## config.mk

```make
export PLATFORM = sky130hd
export DESIGN_NAME = epp_cycle_ctrl
export DESIGN_NICKNAME = d
export VERILOG_FILES = /design/src/rtl/epp_pkg.sv /design/src/rtl/epp_wait_sync.sv /design/src/rtl/epp_cycle_fsm.sv /design/src/rtl/epp_port_drive.sv /design/src/rtl/epp_cycle_ctrl.sv
export SDC_FILE = /design/constraint.sdc
export NUM_CORES = 1
export LEC_CHECK = 0
export ABC_AREA = 1
export BUFFER_PORTS_ARGS = -buffer_cell sky130_fd_sc_hd__buf_2
export CAP_MARGIN = 15
export CORE_MARGIN = 2
export CORE_UTILIZATION = 30
export CTS_CLUSTER_DIAMETER = 200
export CTS_CLUSTER_SIZE = 24
export DETAILED_ROUTE_END_ITERATION = 6
export SETUP_SLACK_MARGIN = 0.2
export SLEW_MARGIN = 15
export SYNTH_ARGS = -nofsm -noshare
export SYNTH_HDL_FRONTEND = slang
export SYNTH_HIERARCHICAL = 1
export SYNTH_SLANG_ARGS = --single-unit
```

## constraint.sdc

```tcl
create_clock -name clk -period 1.75 [get_ports clk]
set_input_delay 0.2625 -clock clk [delete_from_list [all_inputs] [get_ports clk]]
set_output_delay 0.2625 -clock clk [all_outputs]
set_load 0.01 [all_outputs]
```

## src/rtl/epp_pkg.sv

```systemverilog
package epp_pkg;
  typedef enum logic [2:0] {
    ST_IDLE    = 3'd0,
    ST_SETUP   = 3'd1,
    ST_STROBE  = 3'd2,
    ST_HOLD    = 3'd3,
    ST_RELEASE = 3'd4
  } epp_state_e;
endpackage

```

## src/rtl/epp_wait_sync.sv

```systemverilog
module epp_wait_sync #(
  parameter int STAGES = 2
) (
  input  logic clk,
  input  logic rst_n,
  input  logic async_in,
  output logic sync_out
);
  logic [STAGES-1:0] chain_q;

  always_ff @(posedge clk) begin
    if (!rst_n) chain_q <= '1;
    else        chain_q <= {chain_q[STAGES-2:0], async_in};
  end

  assign sync_out = chain_q[STAGES-1];
endmodule

```

## src/rtl/epp_cycle_fsm.sv

```systemverilog
module epp_cycle_fsm
  import epp_pkg::*;
#(
  parameter int DATA_W = 8
) (
  input  logic              clk,
  input  logic              rst_n,
  input  logic              host_rd,
  input  logic              host_wr,
  input  logic              host_addr_sel,
  input  logic [DATA_W-1:0] host_wdata,
  input  logic              wait_s,
  input  logic [DATA_W-1:0] port_din,
  output epp_state_e        state,
  output logic              is_read,
  output logic              is_addr,
  output logic [DATA_W-1:0] wdata_q,
  output logic [DATA_W-1:0] rdata_q
);
  epp_state_e state_d;
  logic       req_live;

  // the host request belonging to the transfer in flight
  assign req_live = is_read ? host_rd : host_wr;

  always_comb begin
    state_d = state;
    unique case (state)
      ST_IDLE:    if ((host_rd || host_wr) && !wait_s) state_d = ST_SETUP;
      ST_SETUP:   state_d = ST_STROBE;
      ST_STROBE:  if (wait_s) state_d = ST_HOLD;
      ST_HOLD:    if (!req_live) state_d = ST_RELEASE;
      ST_RELEASE: state_d = ST_IDLE;
      default:    state_d = ST_IDLE;
    endcase
  end

  always_ff @(posedge clk) begin
    if (!rst_n) begin
      state   <= ST_IDLE;
      is_read <= 1'b0;
      is_addr <= 1'b0;
      wdata_q <= '0;
      rdata_q <= '0;
    end else begin
      state <= state_d;
      if (state == ST_IDLE && state_d == ST_SETUP) begin
        is_read <= host_rd;
        is_addr <= host_addr_sel;
        wdata_q <= host_wdata;
      end
      if (state == ST_STROBE && wait_s && is_read) rdata_q <= port_din;
    end
  end
endmodule

```

## src/rtl/epp_port_drive.sv

```systemverilog
module epp_port_drive
  import epp_pkg::*;
(
  input  epp_state_e state,
  input  logic       is_read,
  input  logic       is_addr,
  input  logic       ctl_dir,
  input  logic       spp_wr_force,
  output logic       write_n,
  output logic       data_stb_n,
  output logic       addr_stb_n,
  output logic       dir,
  output logic       oe,
  output logic       busy
);
  logic active, strobing;

  assign active   = (state != ST_IDLE);
  assign strobing = (state == ST_STROBE) || (state == ST_HOLD);

  always_comb begin
    busy       = active;
    write_n    = !((active && !is_read) || spp_wr_force);
    data_stb_n = !(strobing && !is_addr);
    addr_stb_n = !(strobing && is_addr);
    dir        = ctl_dir || (active && is_read);
    oe         = active && !is_read && !dir;
  end
endmodule

```

## src/rtl/epp_cycle_ctrl.sv

```systemverilog
module epp_cycle_ctrl
  import epp_pkg::*;
#(
  parameter int DATA_W      = 8,
  parameter int SYNC_STAGES = 2
) (
  input  logic              clk,
  input  logic              rst_n,
  input  logic              host_rd,
  input  logic              host_wr,
  input  logic              host_addr_sel,
  input  logic [DATA_W-1:0] host_wdata,
  output logic [DATA_W-1:0] host_rdata,
  output logic              host_busy,
  output logic              host_intr,
  input  logic              host_dev_reset,
  input  logic              ctl_dir,
  input  logic              spp_wr_force,
  output logic              port_write_n,
  output logic              port_data_stb_n,
  output logic              port_addr_stb_n,
  output logic              port_reset_n,
  output logic              port_dir,
  input  logic              port_wait_n,
  input  logic              port_intr,
  input  logic [DATA_W-1:0] port_din,
  output logic [DATA_W-1:0] port_dout,
  output logic              port_oe
);
  epp_state_e        state;
  logic              wait_sync, is_read, is_addr;
  logic [DATA_W-1:0] wdata_q;

  epp_wait_sync #(.STAGES(SYNC_STAGES)) u_sync (
    .clk(clk), .rst_n(rst_n), .async_in(port_wait_n), .sync_out(wait_sync)
  );

  epp_cycle_fsm #(.DATA_W(DATA_W)) u_fsm (
    .clk(clk), .rst_n(rst_n), .host_rd(host_rd), .host_wr(host_wr),
    .host_addr_sel(host_addr_sel), .host_wdata(host_wdata),
    .wait_s(wait_sync), .port_din(port_din), .state(state),
    .is_read(is_read), .is_addr(is_addr), .wdata_q(wdata_q),
    .rdata_q(host_rdata)
  );

  epp_port_drive u_drv (
    .state(state), .is_read(is_read), .is_addr(is_addr),
    .ctl_dir(ctl_dir), .spp_wr_force(spp_wr_force),
    .write_n(port_write_n), .data_stb_n(port_data_stb_n),
    .addr_stb_n(port_addr_stb_n), .dir(port_dir), .oe(port_oe),
    .busy(host_busy)
  );

  assign port_dout    = wdata_q;
  assign host_intr    = port_intr;
  assign port_reset_n = !host_dev_reset;
endmodule

```

# Word level (Yosys, flattened, before mapping)
# Index checks and enable logic that the tools add are counted.
[op_classes] n_eq_ne=4 muxes=5 n_reduce_logical=23
[ops] op="3-bit case mux with 4 select lines" n=1
[ops] op="1-bit logical AND" n=9
[ops] op="3-bit two-way mux" n=3
[ops] op="1-bit logical NOT" n=8
[ops] op="3-bit by 1-bit equality test with 1-bit output, second input constant" n=2
[ops] op="3-bit by 2-bit equality test with 1-bit output, second input constant" n=2
[ops] op="1-bit logical OR" n=4
[ops] op="3-bit logical NOT" n=1
[ops] op="3-bit nonzero test" n=1
[ops] op="1-bit two-way mux" n=1
[totals] register_bits=23 out_inout_bits=24

# Depth between registers and ports, before layout
[logic_depth] depth_word=6 depth_mapped=7 depth_no_buf=7

# By module
# Netlist, hierarchy kept.
[modules_own_cells] module="epp_cycle_fsm" instances=1 cells_each=129 area_each_um2=924.6 seq_area_each_um2=420.4
[modules_own_cells] module="epp_port_drive" instances=1 cells_each=12 area_each_um2=65.1 seq_area_each_um2=0.0
[modules_own_cells] module="epp_wait_sync" instances=1 cells_each=6 area_each_um2=55.1 seq_area_each_um2=40.0
[modules_own_cells] module="epp_cycle_ctrl" instances=1 cells_each=2 area_each_um2=11.3 seq_area_each_um2=0.0

# Worst setup path before layout
# Ideal clock, no wire load.
[synth_timing] kind="flip-flop to output port" start="register u_fsm.state[2]" end="output port_oe" arrival_ps=773 required_ps=1487 path_slack_ps=715 path_stages_with_launch=5 n_path_buf=0 cell_sequence="dfxtp_1 inv_1 nand2_2 nand2_2 nor2_2"
[synth_between] elab_chain_len=5
[synth_lines] item="start, declared" line_no="epp_cycle_fsm.sv:14" text="output epp_state_e state,"
[synth_lines] item="start signal, assigned" line_no="epp_cycle_fsm.sv:46" text="state <= state_d;"
[synth_lines] item="3-bit nonzero test *" line_no="epp_port_drive.sv:18" text="assign active = (state != ST_IDLE);"
[synth_lines] item="via host_busy" line_no="epp_cycle_ctrl.sv:14" text="output logic host_busy,"
[synth_lines] item="1-bit logical AND" line_no="epp_port_drive.sv:26" text="dir = ctl_dir || (active && is_read);"
[synth_lines] item="1-bit logical OR" line_no="epp_port_drive.sv:26"
[synth_lines] item="1-bit logical NOT" line_no="epp_port_drive.sv:27" text="oe = active && !is_read && !dir;"
[synth_lines] item="1-bit logical AND *" line_no="epp_port_drive.sv:27"
[synth_lines] item="end, declared" line_no="epp_cycle_ctrl.sv:28" text="output logic port_oe"
# Mark *: on every way through the listed nets, which the timed path passes. The rest lies on a longest branch.

# Final worst setup path
[layout_timing] start="register u_fsm.state[0]" end="output port_write_n"
[layout_between] elab_chain_len=4
[layout_lines] item="3-bit nonzero test" line_no="epp_port_drive.sv:18"
[layout_lines] item="1-bit logical AND" line_no="epp_port_drive.sv:23" text="write_n = !((active && !is_read) || spp_wr_force);"
[layout_lines] item="1-bit logical OR" line_no="epp_port_drive.sv:23"
[layout_lines] item="1-bit logical NOT" line_no="epp_port_drive.sv:23"
[layout_lines] item="end, declared" line_no="epp_cycle_ctrl.sv:19" text="output logic port_write_n,"
# Every way passes these cells.

==> results.md <==
- Final HPWL DP: 1.71 mm
- Antenna fix cells: 0
- Hold Path Cell Cnt: 3
- Initial drt markers: 17
- Core box area: 0.00336 mm^2
- Slew Viols, Final: 0
- # setup viols final: 0
- Pin count of the biggest net entering global routing: 14
- Worst reg-to-reg path cell count: 5
- Port-buffer cells: 47
- Max VDD drop: 299 uV
- DRT Wirelength: 2.26 mm
- Number of global-route vias before repair: 895
- Area contributors post-synth: dfxtp_1 (44%), nand2_1 (11%), nor2_1 (8.9%)
- Worst slew pin tran: 0.393 ns
- WP data required: 1.49 ns
- Share of cells above drive strength 1: 0.342
- Placed cell count: 238
- Total CTS buffers: 3
- Nets: 223
- Hold WC Path Type: primary input to register
- F_max: 0.712 GHz
- Setup bufs post-CTS: 0
- Total number of vias: 1011
- Num rows: 21
- Worst path arrival time: 1.14 ns
- Seq/Total Area, Yosys: 0.436
- FF+latch count, synth: 23
- Die Width: 63.3 um
- Reg-to-reg slack, setup: 0.50 ns
- Initial Util: 0.314
- Total Routing Usage GR: 0.112
- Max-Cap Viols: 0
- Clk root buf: clkbuf_4
- Worst r2r src: u_fsm/state[0]
- Antenna violations before repair: 0
- Multi-input logic area: 469 um^2
- Post-layout util: 0.400
- Mapped Nets: 175
- Die area: 0.00401 mm^2
- Io pins: 50
- Setup TNS: 0 ns
- Crit path kind: register to primary output
- Final clock skew: 0.00164 ns
- Crit path time final: 1.40 ns
- Drc violations: 0
- Status: complete, no violations
- Clock Path Buffers: 2
- Routability congestion estimate from global placement: 0.739
- Filler instances: 387
- PD cells: 701 mW/mm^2
- Hold Violations, Final: 0
- Startpoint types: register
- Sequential cell area: 464 um^2
- Area leader, netlist: dfxtp_1
- P_leak: 0.688 nW
- DIE HEIGHT: 63.3 um
- Worst hold start: port_wait_n
- Clock transition at path regs: 0.12 ns
- Max transition margin: 0.738
- Max FO, Critical Path: 5
- Avg Cell Area, Syn: 7.09 um^2
- Global route overflow: 0
- Via/cell ratio: 4.18
- Netlist Area Pre-Place: 0.00106 mm^2
- Clock latency on the worst-skew pair: 0.30 ns
- Clock sinks: 23
- Total Power: 0.944 mW
- Post-Synthesis Cells: 149
- Final ANT Viol Nets: 0
- # H-tree levels: 1
- Post-route clock period utilization: 0.803
- Worst Hold Path EP: u_sync/chain_q[0]
- Nature of the critical path endpoint: primary output
- Ys Warns: 6
- Post-CTS resize count: 0
- Yosys top cell area share: 0.436
- CP Launch Point: u_fsm/state[0]
- CTS Hold Bufs: 0
- Synth cell types: 19
- Unrepaired setup endpoints after global routing: no
- Non-Filler Instances: 242
- Worst R2R End: u_fsm/state[0]
- CTS tree: built
- Area grow syn2layout: 27.5%
- Wire per inst: 9.32 um
- First-pass GRT wire length: 3.66 mm
- Drt pass-1 iters: 4
==> area by class of cell <==
class	instances	area share
Tap cell	46	0.0428
Clock buffer	4	0.0195
Inverter	23	0.0641
Sequential cell	23	0.345
Timing Repair Buffer	48	0.180
Multi-Input combinational cell	98	0.349
==> Yosys cell counts <==
cell      instances
nand3_1          11
buf_1             1
nor2_2            4
buf_6             3
inv_1            20
nand3_2           1
nand2_1          31
a21oi_2           1
nor2_4            1
nand4_1           9
buf_4             1
o21bai_1          1
nor2_1           25
or2_1             1
a21oi_1           8
inv_2             3
dfxtp_1          23
nand3b_1          2
nand2_2           3
==> placed cells by master, fill, tap and decap left out, drive strengths merged <==
cell type,netlist,final
dfxtp,23,23
nand4,9,9
a21oi,9,9
nand3,12,12
nand2,34,34
buf,5,48
inv,23,23
o21bai,1,1
nor2,30,30
or2,1,1
nand3b,2,2
clkbuf,0,4
==> sequential cells by signal (all words and copies together) (netlist names) <==
name	cells
u_fsm/wdata_q	8
u_sync/chain_q	2
u_fsm/state	3
u_fsm/is_addr	1
u_fsm/is_read	1
u_fsm/rdata_q	8
==> worst max-delay path, cell delays in order, from the launching register on <==
cell and delay, ns:
dfxtp_2 0.37, nor2_2 0.12, nand2_2 0.09, a21oi_2 0.12, buf_2 0.14
==> logic make-up after synthesis <==
kind of cell / Yosys count / share of synthesized area
and+or+nand+nor: 88 / 0.386
buffers and inverters: 28 / 0.124
DFF: 23 / 0.436
AOI/OAI and AO/OA: 10 / 0.0533
==> layer usage <==
layer	wire length, um	track usage	up-vias
li1	-	-	557
met1	1070	0.142	428
met2	1070	0.184	24
met3	95	0.0232	2
met4	17	0.0489	0
met5	0	0	-
==> report_power, final <==
| group | internal (mW) | switching (mW) | leakage (nW) |
|---|---|---|---|
| registers | 0.541 | 0.0126 | 0.188 |
| logic | 0.0630 | 0.0894 | 0.485 |
| clock network | 0.0888 | 0.150 | 0.0150 |
==> metrics by stage <==
step | hold slack [ns] | cell area (um^2) | worst slack, ns
2_1_floorplan | 0.331 | 1060 | 0.715
3_3_place_gp | 0.389 | 1310 | 0.417
3_5_place_dp | 0.387 | 1310 | 0.392
4_1_cts | 0.111 | 1340 | 0.264
5_1_grt | 0.123 | 1350 | 0.260
6_report | 0.121 | 1350 | 0.345
==> worst max-delay path by stage <==
stage	to	slack, ns	cells after the start
4_1_cts	port_oe	0.26	5
2_1_floorplan	port_oe	0.71	4
6_report	port_write_n	0.35	4
3_5_place_dp	u_fsm/wdata_q[5]	0.39	5
5_1_grt	port_dir	0.26	5
3_3_place_gp	u_fsm/wdata_q[2]	0.42	5
(Power assumes the default switching activity.)
